`config.mk`:
```
export PLATFORM = sky130hd
export DESIGN_NAME = fdesc_loader
export DESIGN_NICKNAME = d
export VERILOG_FILES = /design/src/rtl/fdesc_pkg.sv /design/src/rtl/fdesc_step_map.sv /design/src/rtl/fdesc_word_bank.sv /design/src/rtl/fdesc_loader.sv
export SDC_FILE = /design/constraint.sdc
export NUM_CORES = 1
export LEC_CHECK = 0
export ABC_CLOCK_PERIOD_IN_PS = 5910
export BUFFER_PORTS_ARGS = -buffer_cell sky130_fd_sc_hd__buf_4
export CORE_AREA = 4 4 147 121
export DETAILED_ROUTE_END_ITERATION = 8
export DIE_AREA = 0 0 151 125
export GPL_TIMING_DRIVEN = 0
export HOLD_SLACK_MARGIN = 0.08
export PLACE_DENSITY_LB_ADDON = 0.1
export SYNTH_ARGS = -nofsm -noshare
export SYNTH_HDL_FRONTEND = slang
export SYNTH_HIERARCHICAL = 1
export SYNTH_SLANG_ARGS = --single-unit
```
`constraint.sdc`:
```
create_clock -name clk -period 5.91 [get_ports clk]
set_input_delay 0.8865 -clock clk [delete_from_list [all_inputs] [get_ports clk]]
set_output_delay 0.8865 -clock clk [all_outputs]
set_load 0.05 [all_outputs]
```
`src/rtl/fdesc_pkg.sv`:
```
package fdesc_pkg;
  localparam int unsigned NUM_SECT  = 3;
  localparam int unsigned NUM_STEPS = NUM_SECT + 1;
  localparam int unsigned STEP_W    = $clog2(NUM_STEPS);

  typedef enum logic [2:0] {
    ST_IDLE,
    ST_ISSUE,
    ST_WAIT,
    ST_DONE,
    ST_HALT
  } ld_state_e;
endpackage

```
`src/rtl/fdesc_step_map.sv`:
```
module fdesc_step_map
  import fdesc_pkg::*;
#(
  parameter int unsigned ADDR_W     = 24,
  parameter int unsigned DESC_LIMIT = 4096,
  parameter int unsigned SIG_OFS    = 16,
  parameter int unsigned COMP_OFS   = 48,
  parameter int unsigned REGN_OFS   = 64,
  parameter int unsigned CTRL_OFS   = 128
) (
  input  logic [STEP_W-1:0] step,
  output logic [ADDR_W-1:0] addr,
  output logic              beyond
);
  localparam int unsigned OFS_TAB [NUM_STEPS] = '{SIG_OFS, COMP_OFS, REGN_OFS, CTRL_OFS};

  logic [NUM_STEPS-1:0][ADDR_W-1:0] addr_tab;
  logic [NUM_STEPS-1:0]             beyond_tab;

  for (genvar g = 0; g < NUM_STEPS; g++) begin : g_step
    assign addr_tab[g]   = ADDR_W'(OFS_TAB[g]);
    assign beyond_tab[g] = (OFS_TAB[g] >= DESC_LIMIT);
  end

  assign addr   = addr_tab[step];
  assign beyond = beyond_tab[step];
endmodule

```
`src/rtl/fdesc_word_bank.sv`:
```
module fdesc_word_bank
  import fdesc_pkg::*;
#(
  parameter int unsigned DATA_W = 32
) (
  input  logic                             clk,
  input  logic                             rst_n,
  input  logic                             clear,
  input  logic                             cap_en,
  input  logic [STEP_W-1:0]                cap_sel,
  input  logic [DATA_W-1:0]                cap_data,
  output logic [NUM_SECT-1:0][DATA_W-1:0]  words
);
  for (genvar g = 0; g < NUM_SECT; g++) begin : g_word
    always_ff @(posedge clk) begin
      if (!rst_n || clear) begin
        words[g] <= '0;
      end else if (cap_en && (cap_sel == STEP_W'(g))) begin
        words[g] <= cap_data;
      end
    end
  end
endmodule

```
`src/rtl/fdesc_loader.sv`:
```
module fdesc_loader
  import fdesc_pkg::*;
#(
  parameter int unsigned ADDR_W     = 24,
  parameter int unsigned DATA_W     = 32,
  parameter int unsigned DESC_LIMIT = 4096,
  parameter int unsigned SIG_OFS    = 16,
  parameter int unsigned COMP_OFS   = 48,
  parameter int unsigned REGN_OFS   = 64,
  parameter int unsigned CTRL_OFS   = 128,
  parameter logic [31:0] SIG_WORD   = 32'h0FF0_A55A
) (
  input  logic              clk,
  input  logic              rst_n,
  input  logic              restart,
  output logic              rd_req_valid,
  input  logic              rd_req_ready,
  output logic [ADDR_W-1:0] rd_req_addr,
  input  logic              rd_rsp_valid,
  input  logic [DATA_W-1:0] rd_rsp_data,
  output logic              desc_valid,
  output logic              halt,
  output logic              halt_bad_sig,
  output logic              halt_range,
  output logic [DATA_W-1:0] comp_base,
  output logic [DATA_W-1:0] regn_base,
  output logic [DATA_W-1:0] ctrl_base
);
  localparam logic [STEP_W-1:0] LAST_STEP = STEP_W'(NUM_STEPS - 1);

  ld_state_e                       state_q;
  logic [STEP_W-1:0]               step_q;
  logic                            beyond;
  logic                            take_rsp;
  logic                            sig_ok;
  logic [NUM_SECT-1:0][DATA_W-1:0] words;

  fdesc_step_map #(
    .ADDR_W    (ADDR_W),
    .DESC_LIMIT(DESC_LIMIT),
    .SIG_OFS   (SIG_OFS),
    .COMP_OFS  (COMP_OFS),
    .REGN_OFS  (REGN_OFS),
    .CTRL_OFS  (CTRL_OFS)
  ) u_map (
    .step  (step_q),
    .addr  (rd_req_addr),
    .beyond(beyond)
  );

  assign take_rsp = (state_q == ST_WAIT) && rd_rsp_valid;
  assign sig_ok   = (rd_rsp_data[31:0] == SIG_WORD);

  fdesc_word_bank #(
    .DATA_W(DATA_W)
  ) u_bank (
    .clk     (clk),
    .rst_n   (rst_n),
    .clear   (restart),
    .cap_en  (take_rsp && (step_q != '0)),
    .cap_sel (step_q - STEP_W'(1)),
    .cap_data(rd_rsp_data),
    .words   (words)
  );

  always_ff @(posedge clk) begin
    if (!rst_n || restart) begin
      state_q      <= ST_IDLE;
      step_q       <= '0;
      halt_bad_sig <= 1'b0;
      halt_range   <= 1'b0;
    end else begin
      unique case (state_q)
        ST_IDLE: begin
          step_q  <= '0;
          state_q <= ST_ISSUE;
        end
        ST_ISSUE: begin
          if (beyond) begin
            halt_range <= 1'b1;
            state_q    <= ST_HALT;
          end else if (rd_req_ready) begin
            state_q <= ST_WAIT;
          end
        end
        ST_WAIT: begin
          if (rd_rsp_valid) begin
            if (step_q == '0 && !sig_ok) begin
              halt_bad_sig <= 1'b1;
              state_q      <= ST_HALT;
            end else if (step_q == LAST_STEP) begin
              state_q <= ST_DONE;
            end else begin
              step_q  <= step_q + STEP_W'(1);
              state_q <= ST_ISSUE;
            end
          end
        end
        ST_DONE: state_q <= ST_DONE;
        ST_HALT: state_q <= ST_HALT;
        default: state_q <= ST_HALT;
      endcase
    end
  end

  assign rd_req_valid = (state_q == ST_ISSUE) && !beyond;
  assign desc_valid   = (state_q == ST_DONE);
  assign halt         = (state_q == ST_HALT);
  assign comp_base    = words[0];
  assign regn_base    = words[1];
  assign ctrl_base    = words[2];
endmodule

```
After elaboration in Yosys (flattened, before gate mapping). Index checks and enable logic that the tools add are counted.

Bits in latches: 0. Output and inout bits: 125. Input bits: 37. ROM bits: 0. Word-level logic and storage cells: 56. Memory bits (writable): 0. Memories: 0. Flip-flop bits (word level): 103.

$lt $le $gt $ge: 1. Divide/modulo/power cells: 0. Reductions and logical operators: 20. Multiply operators: 0. Multiplexer cells: 14. Bitwise gates (word level): 0. Add/sub/neg operators: 2. Eq/ne operators: 12. Shift operators: 0.

Operator list (number): $bmux W24 S2 (1); $eq A32 B28 Y1 const B (1); $mux W24 (1); $mux W3 (4); $pmux W3 S4 (1); $mux W2 (4); $logic_and A1 B1 Y1 (7); $eq A3 B2 Y1 const B (2); $ne A2 B2 Y1 const B (3); $eq A2 B2 Y1 const B (2); $logic_not A2 Y1 (2); $pmux W2 S2 (1); $reduce_and A2 Y1 (2); $reduce_and A4 Y1 (1); $reduce_bool A2 Y1 (2); $eq A3 B1 Y1 const B (1); $eq A3 B3 Y1 const B (1); $logic_not A1 Y1 (3); $logic_not A3 Y1 (1); $lt A2 B3 Y1 const B (1); $ne A3 B3 Y1 const B (1); $reduce_and A3 Y1 (1); $add A2 B1 Y2 const B (1); $bmux W1 S2 (1); other kinds (4) (4).

Longest topological paths before layout.
Depth in word-level cells: 6. Mapped depth: 8. Gate-level depth less buffers: 6.

By module. Netlist, hierarchy kept.

Modules (own cells, without submodules): fdesc_word_bank (cells each 365, times used 1, sequential area each 1921.8 µm², area an instance 4107.7 µm²); fdesc_loader (cells each 65, times used 1, sequential area each 140.1 µm², area an instance 529.3 µm²); fdesc_step_map (cells each 26, times used 1, sequential area each 0.0 µm², area an instance 187.7 µm²).

Worst setup path before layout. OpenSTA, ideal clock, no wires.

Path kind: register to output. Start: register state_q[2]. End: output port halt. Data required time: 5.023 ns. Buffers on the path: 0. Cell stages (with the launch flop): 3. Path slack: 3.494 ns. Arrival: 1.530 ns. Cell sequence: dfxtp_1 -> inv_1 -> nor3_1.

Word-level cells in the longest chain between the ends: 1.

RTL lines: start, declared (RTL line fdesc_loader.sv:31) `ld_state_e state_q;`; start signal, assigned (RTL line fdesc_loader.sv:68) `state_q <= ST_IDLE;`; start signal, assigned (RTL line fdesc_loader.sv:76) `state_q <= ST_ISSUE;`; start signal, assigned (RTL line fdesc_loader.sv:81) `state_q <= ST_HALT;`; $eq A3 B3 Y1 (RTL line fdesc_loader.sv:108) `assign halt = (state_q == ST_HALT);`; end, declared (RTL line fdesc_loader.sv:22) `output logic halt,`.

Every way passes these cells.

Worst setup path in the final report.
Start: input port rd_rsp_data[0]. End: register step_q[0].

Word-level cells in the longest chain between the ends: 5.

RTL lines: start, declared (RTL line fdesc_loader.sv:20) `input logic [DATA_W-1:0] rd_rsp_data,`; $eq A32 B28 Y1 (RTL line fdesc_loader.sv:52) `assign sig_ok = (rd_rsp_data[31:0] == SIG_WORD);`; $logic_not A1 Y1 (RTL line fdesc_loader.sv:88) `if (step_q == '0 && !sig_ok) begin`; $logic_and A1 B1 Y1 (RTL line fdesc_loader.sv:88); $ne A2 B2 Y1 (no source line); $reduce_and A4 Y1 (no source line); end signal, assigned (RTL line fdesc_loader.sv:94) `step_q <= step_q + STEP_W'(1);`; end, declared (RTL line fdesc_loader.sv:32) `logic [STEP_W-1:0] step_q;`.

Every way passes these cells. A chain may end at the register's enable or synchronous reset.

==> metrics <==
run status complete, no violations; Vias/cell 4.67; share of Yosys cell area claimed by the top area cell type 42.7%; Tcrit/Tclk final 40.9%; Cell Area, Synth 4820 µm²; standard-cell row count 42; total congestion overflow 0; First DRT Iteration DRCs ~220; register clock-pin slew on the reported worst setup and hold paths about 70 ps; number of buffers inserted by post-CTS setup repair 0; insertion delay to the later sink of the worst-skew pair 350 ps; class of the tightest hold or removal check reg2reg; normalized max-slew margin 50.0%; first-pass GRT wire length ~24000 µm; via count 3980; height of the chip ~130 µm; Overall Global Routing Usage roughly 16%; arrival time reported for the critical path endpoint 2640 ps; fraction of layout instances using a drive strength above 1 32.9%; count of flip-flops with a built-in enable after synthesis 0; number of flip-flops and latches in the synthesized netlist 103; delay of the slowest cell on the worst path 660 ps; main flop type after synthesis dfxtp_1; final count of negative-setup-slack endpoints 0; top cell type by total area after synthesis dfxtp_1; number of nets in the layout 668; setup clock skew after layout 5.55 ps; worst hold endpoint halt_range$_SDFFE_PP0P_; final antenna diode count 0; Core Footprint 16300 µm²; Post-CTS Resized 0; hold path cells 2; count of final max-slew check failures 0; leakage power summed over all cells 3.02 nW; most common library cell in the layout ignoring fill and taps buf_4; IO Pins about 160; top cells by area in the synthesized netlist dfxtp_1, mux2i_1, nand3b_1, buf_4, clkbuf_1; Clock Path Buffers 2; fraction of synthesis flops using an asynchronous set or reset pin 0%; number of endpoints with negative hold slack in the final report 0; measured slew at the worst slew-check pin around 740 ps; Sinks on Clock Net 103; Register-to-Register Setup Slack ~3600 ps; commonest cells after routing, fill and taps aside buf_4, nand3b_1, dfxtp_1; worst min-delay path startpoint halt_range$_SDFFE_PP0P_; Post-Synthesis Mean Instance Area between 10 and 15 µm²; via count of the first global-routing pass 4068; Total Power around 0.0014 W; highest ir drop seen on vdd 0.122 mV; cell family contributing the most delay on the critical path simple AND/OR/NAND/NOR gates; DRC 0; maximum number of pins on one net before global-route repair 18; detailed placement HPWL roughly 12000 µm; TritonCTS buffer count 9; RR Endpoint u_bank/words[22]$_SDFFE_PP0P_; time the final worst path needs with I/O delays and setup 2420 ps; count of different cell masters after synthesis 37; total power divided by cell area 220 nW/µm²; type of element capturing the critical path register; unrepaired setup endpoints after global routing false; number of maximum-capacitance violations 0; path depth of the worst reg2reg path 8; total negative setup slack 0 ps; 1st-pass router iterations 4; detailed-route wire length per cell 18.3 µm; path type of the worst setup path in2reg; number of warnings reported in the yosys synthesis log 6; Mapped Cells 456; Port Buf Inserts 141; maximum level of the CTS H-tree 3; crit path launch rd_rsp_data[0]; full die area 18900 µm²; area growth from synthesis to layout 35.4%; source of the worst register-to-register timing path state_q[1]$_SDFFE_PP0P_; Clock Tree Root clkbuf_16; Initial Utilization 29.6%; crit path buf inv count 1; RePlAce Congestion between 0.7 and 0.8; overall die width 151 µm; number of nets with antenna violations after detailed routing 0; max frequency roughly 0.41 GHz; count of hold buffers inserted by post-cts repair 0; Worst path slowest cell nor4bb_1; maximum fanout along the worst path 5; final cell area excluding filler cells around 6500 µm²; CTS tree yes; share of synthesized area occupied by flip-flops and latches roughly 43%; CP Cell Sequence buf_4, nor4bb_1, nand4_1, o21ai_2, mux2i_1, a21oi_1; required time worst endpoint 6130 ps; post-detailed-placement cell area 6230 µm²; initial antenna violation count 0; Routed Wire Length ~16000 µm; startpoint kind of the worst setup timing path input pin
flip-flops by register name, summed over array words and instances (netlist names):
signal        cells
halt_range        1
state_q           3
halt_bad_sig      1
step_q            2
u_bank/words     96
cells by family (layout without fill, tap and decap cells):
family / Yosys count / count (layout) / share of synthesized area (%)
mux: 98 / 98 / 20.3
flops: 103 / 103 / 42.7
simple gates: 169 / 169 / 25.9
fa+ha+maj: 3 / 3 / 0.778
compound gates: 12 / 12 / 1.66
other cells: 1 / 21 / 0.0777
buf+inv: 70 / 227 / 8.51
where the power goes:
group	internal (W)	total [W]	switching, W	leakage (nW)
clock network	0.000331	0.000607	0.000276	0.135
logic	0.0000519	0.000137	0.0000856	2.05
registers	0.000694	0.000696	0.00000150	0.829
tightest hold or removal path: stages (launching register included):
cell	delay, ps
dfxtp_1	340
a31oi_1	40
nor2_1	70
cell usage after synthesis (2+ instances only):
library cell  number
nand3b_1         130
dfxtp_1          103
mux2i_1           98
buf_4             27
clkbuf_1          19
buf_2             13
inv_1              7
nor2_1             7
nor4bb_1           5
buf_6              4
a21oi_1            3
ha_1               3
nand2b_1           3
nor3_1             3
o21ai_0            3
a31oi_1            2
and4b_1            2
nand2_1            2
nand4_1            2
nor4b_1            2
or3b_1             2
final cells by class:
class,count,area (µm²)
multi-input cells,303,2430
clock inverters,6,70.1
flip-flops and latches,103,2060
clock buffers,10,229
plain buffers,63,384
inverters,7,26.3
repair buffers,141,1060
well taps,220,275
fillers,1629,9760
how the worst max path moves through the flow:
stage                                     to  slack [ps]  cells after the start
2_1_floorplan                           halt        3490                      2
3_3_place_gp          step_q[1]$_SDFFE_PP0P_        3140                      6
3_5_place_dp          step_q[0]$_SDFFE_PP0P_        3100                      6
4_1_cts               step_q[0]$_SDFFE_PP0P_        3480                      6
5_1_grt        u_bank/words[22]$_SDFFE_PP0P_        3320                      8
6_report              step_q[0]$_SDFFE_PP0P_        3490                      6
through the flow:
step | std cells | setup WS, ps | utilization, % | hold slack, ps
finish | 853 | 3490 | 40.1 | 481
global route | 853 | 3320 | 40.1 | 511
CTS | 853 | 3480 | 40.1 | 484
detailed placement | 837 | 3100 | 38.3 | 467
global placement | 837 | 3140 | 38.3 | 462
floorplan | 476 | 3490 | - | 483
metal layers:
layer / GRT usage, % / part of all wire (%) / vias to the layer above
li1: - / - / 1929
met1: 23.6 / 47 / 1904
met2: 24.0 / 44 / 130
met3: 4.23 / 6.8 / 17
met4: 4.80 / 1.7 / 0
met5: 0 / 0 / -
(Power assumes the default switching activity.)
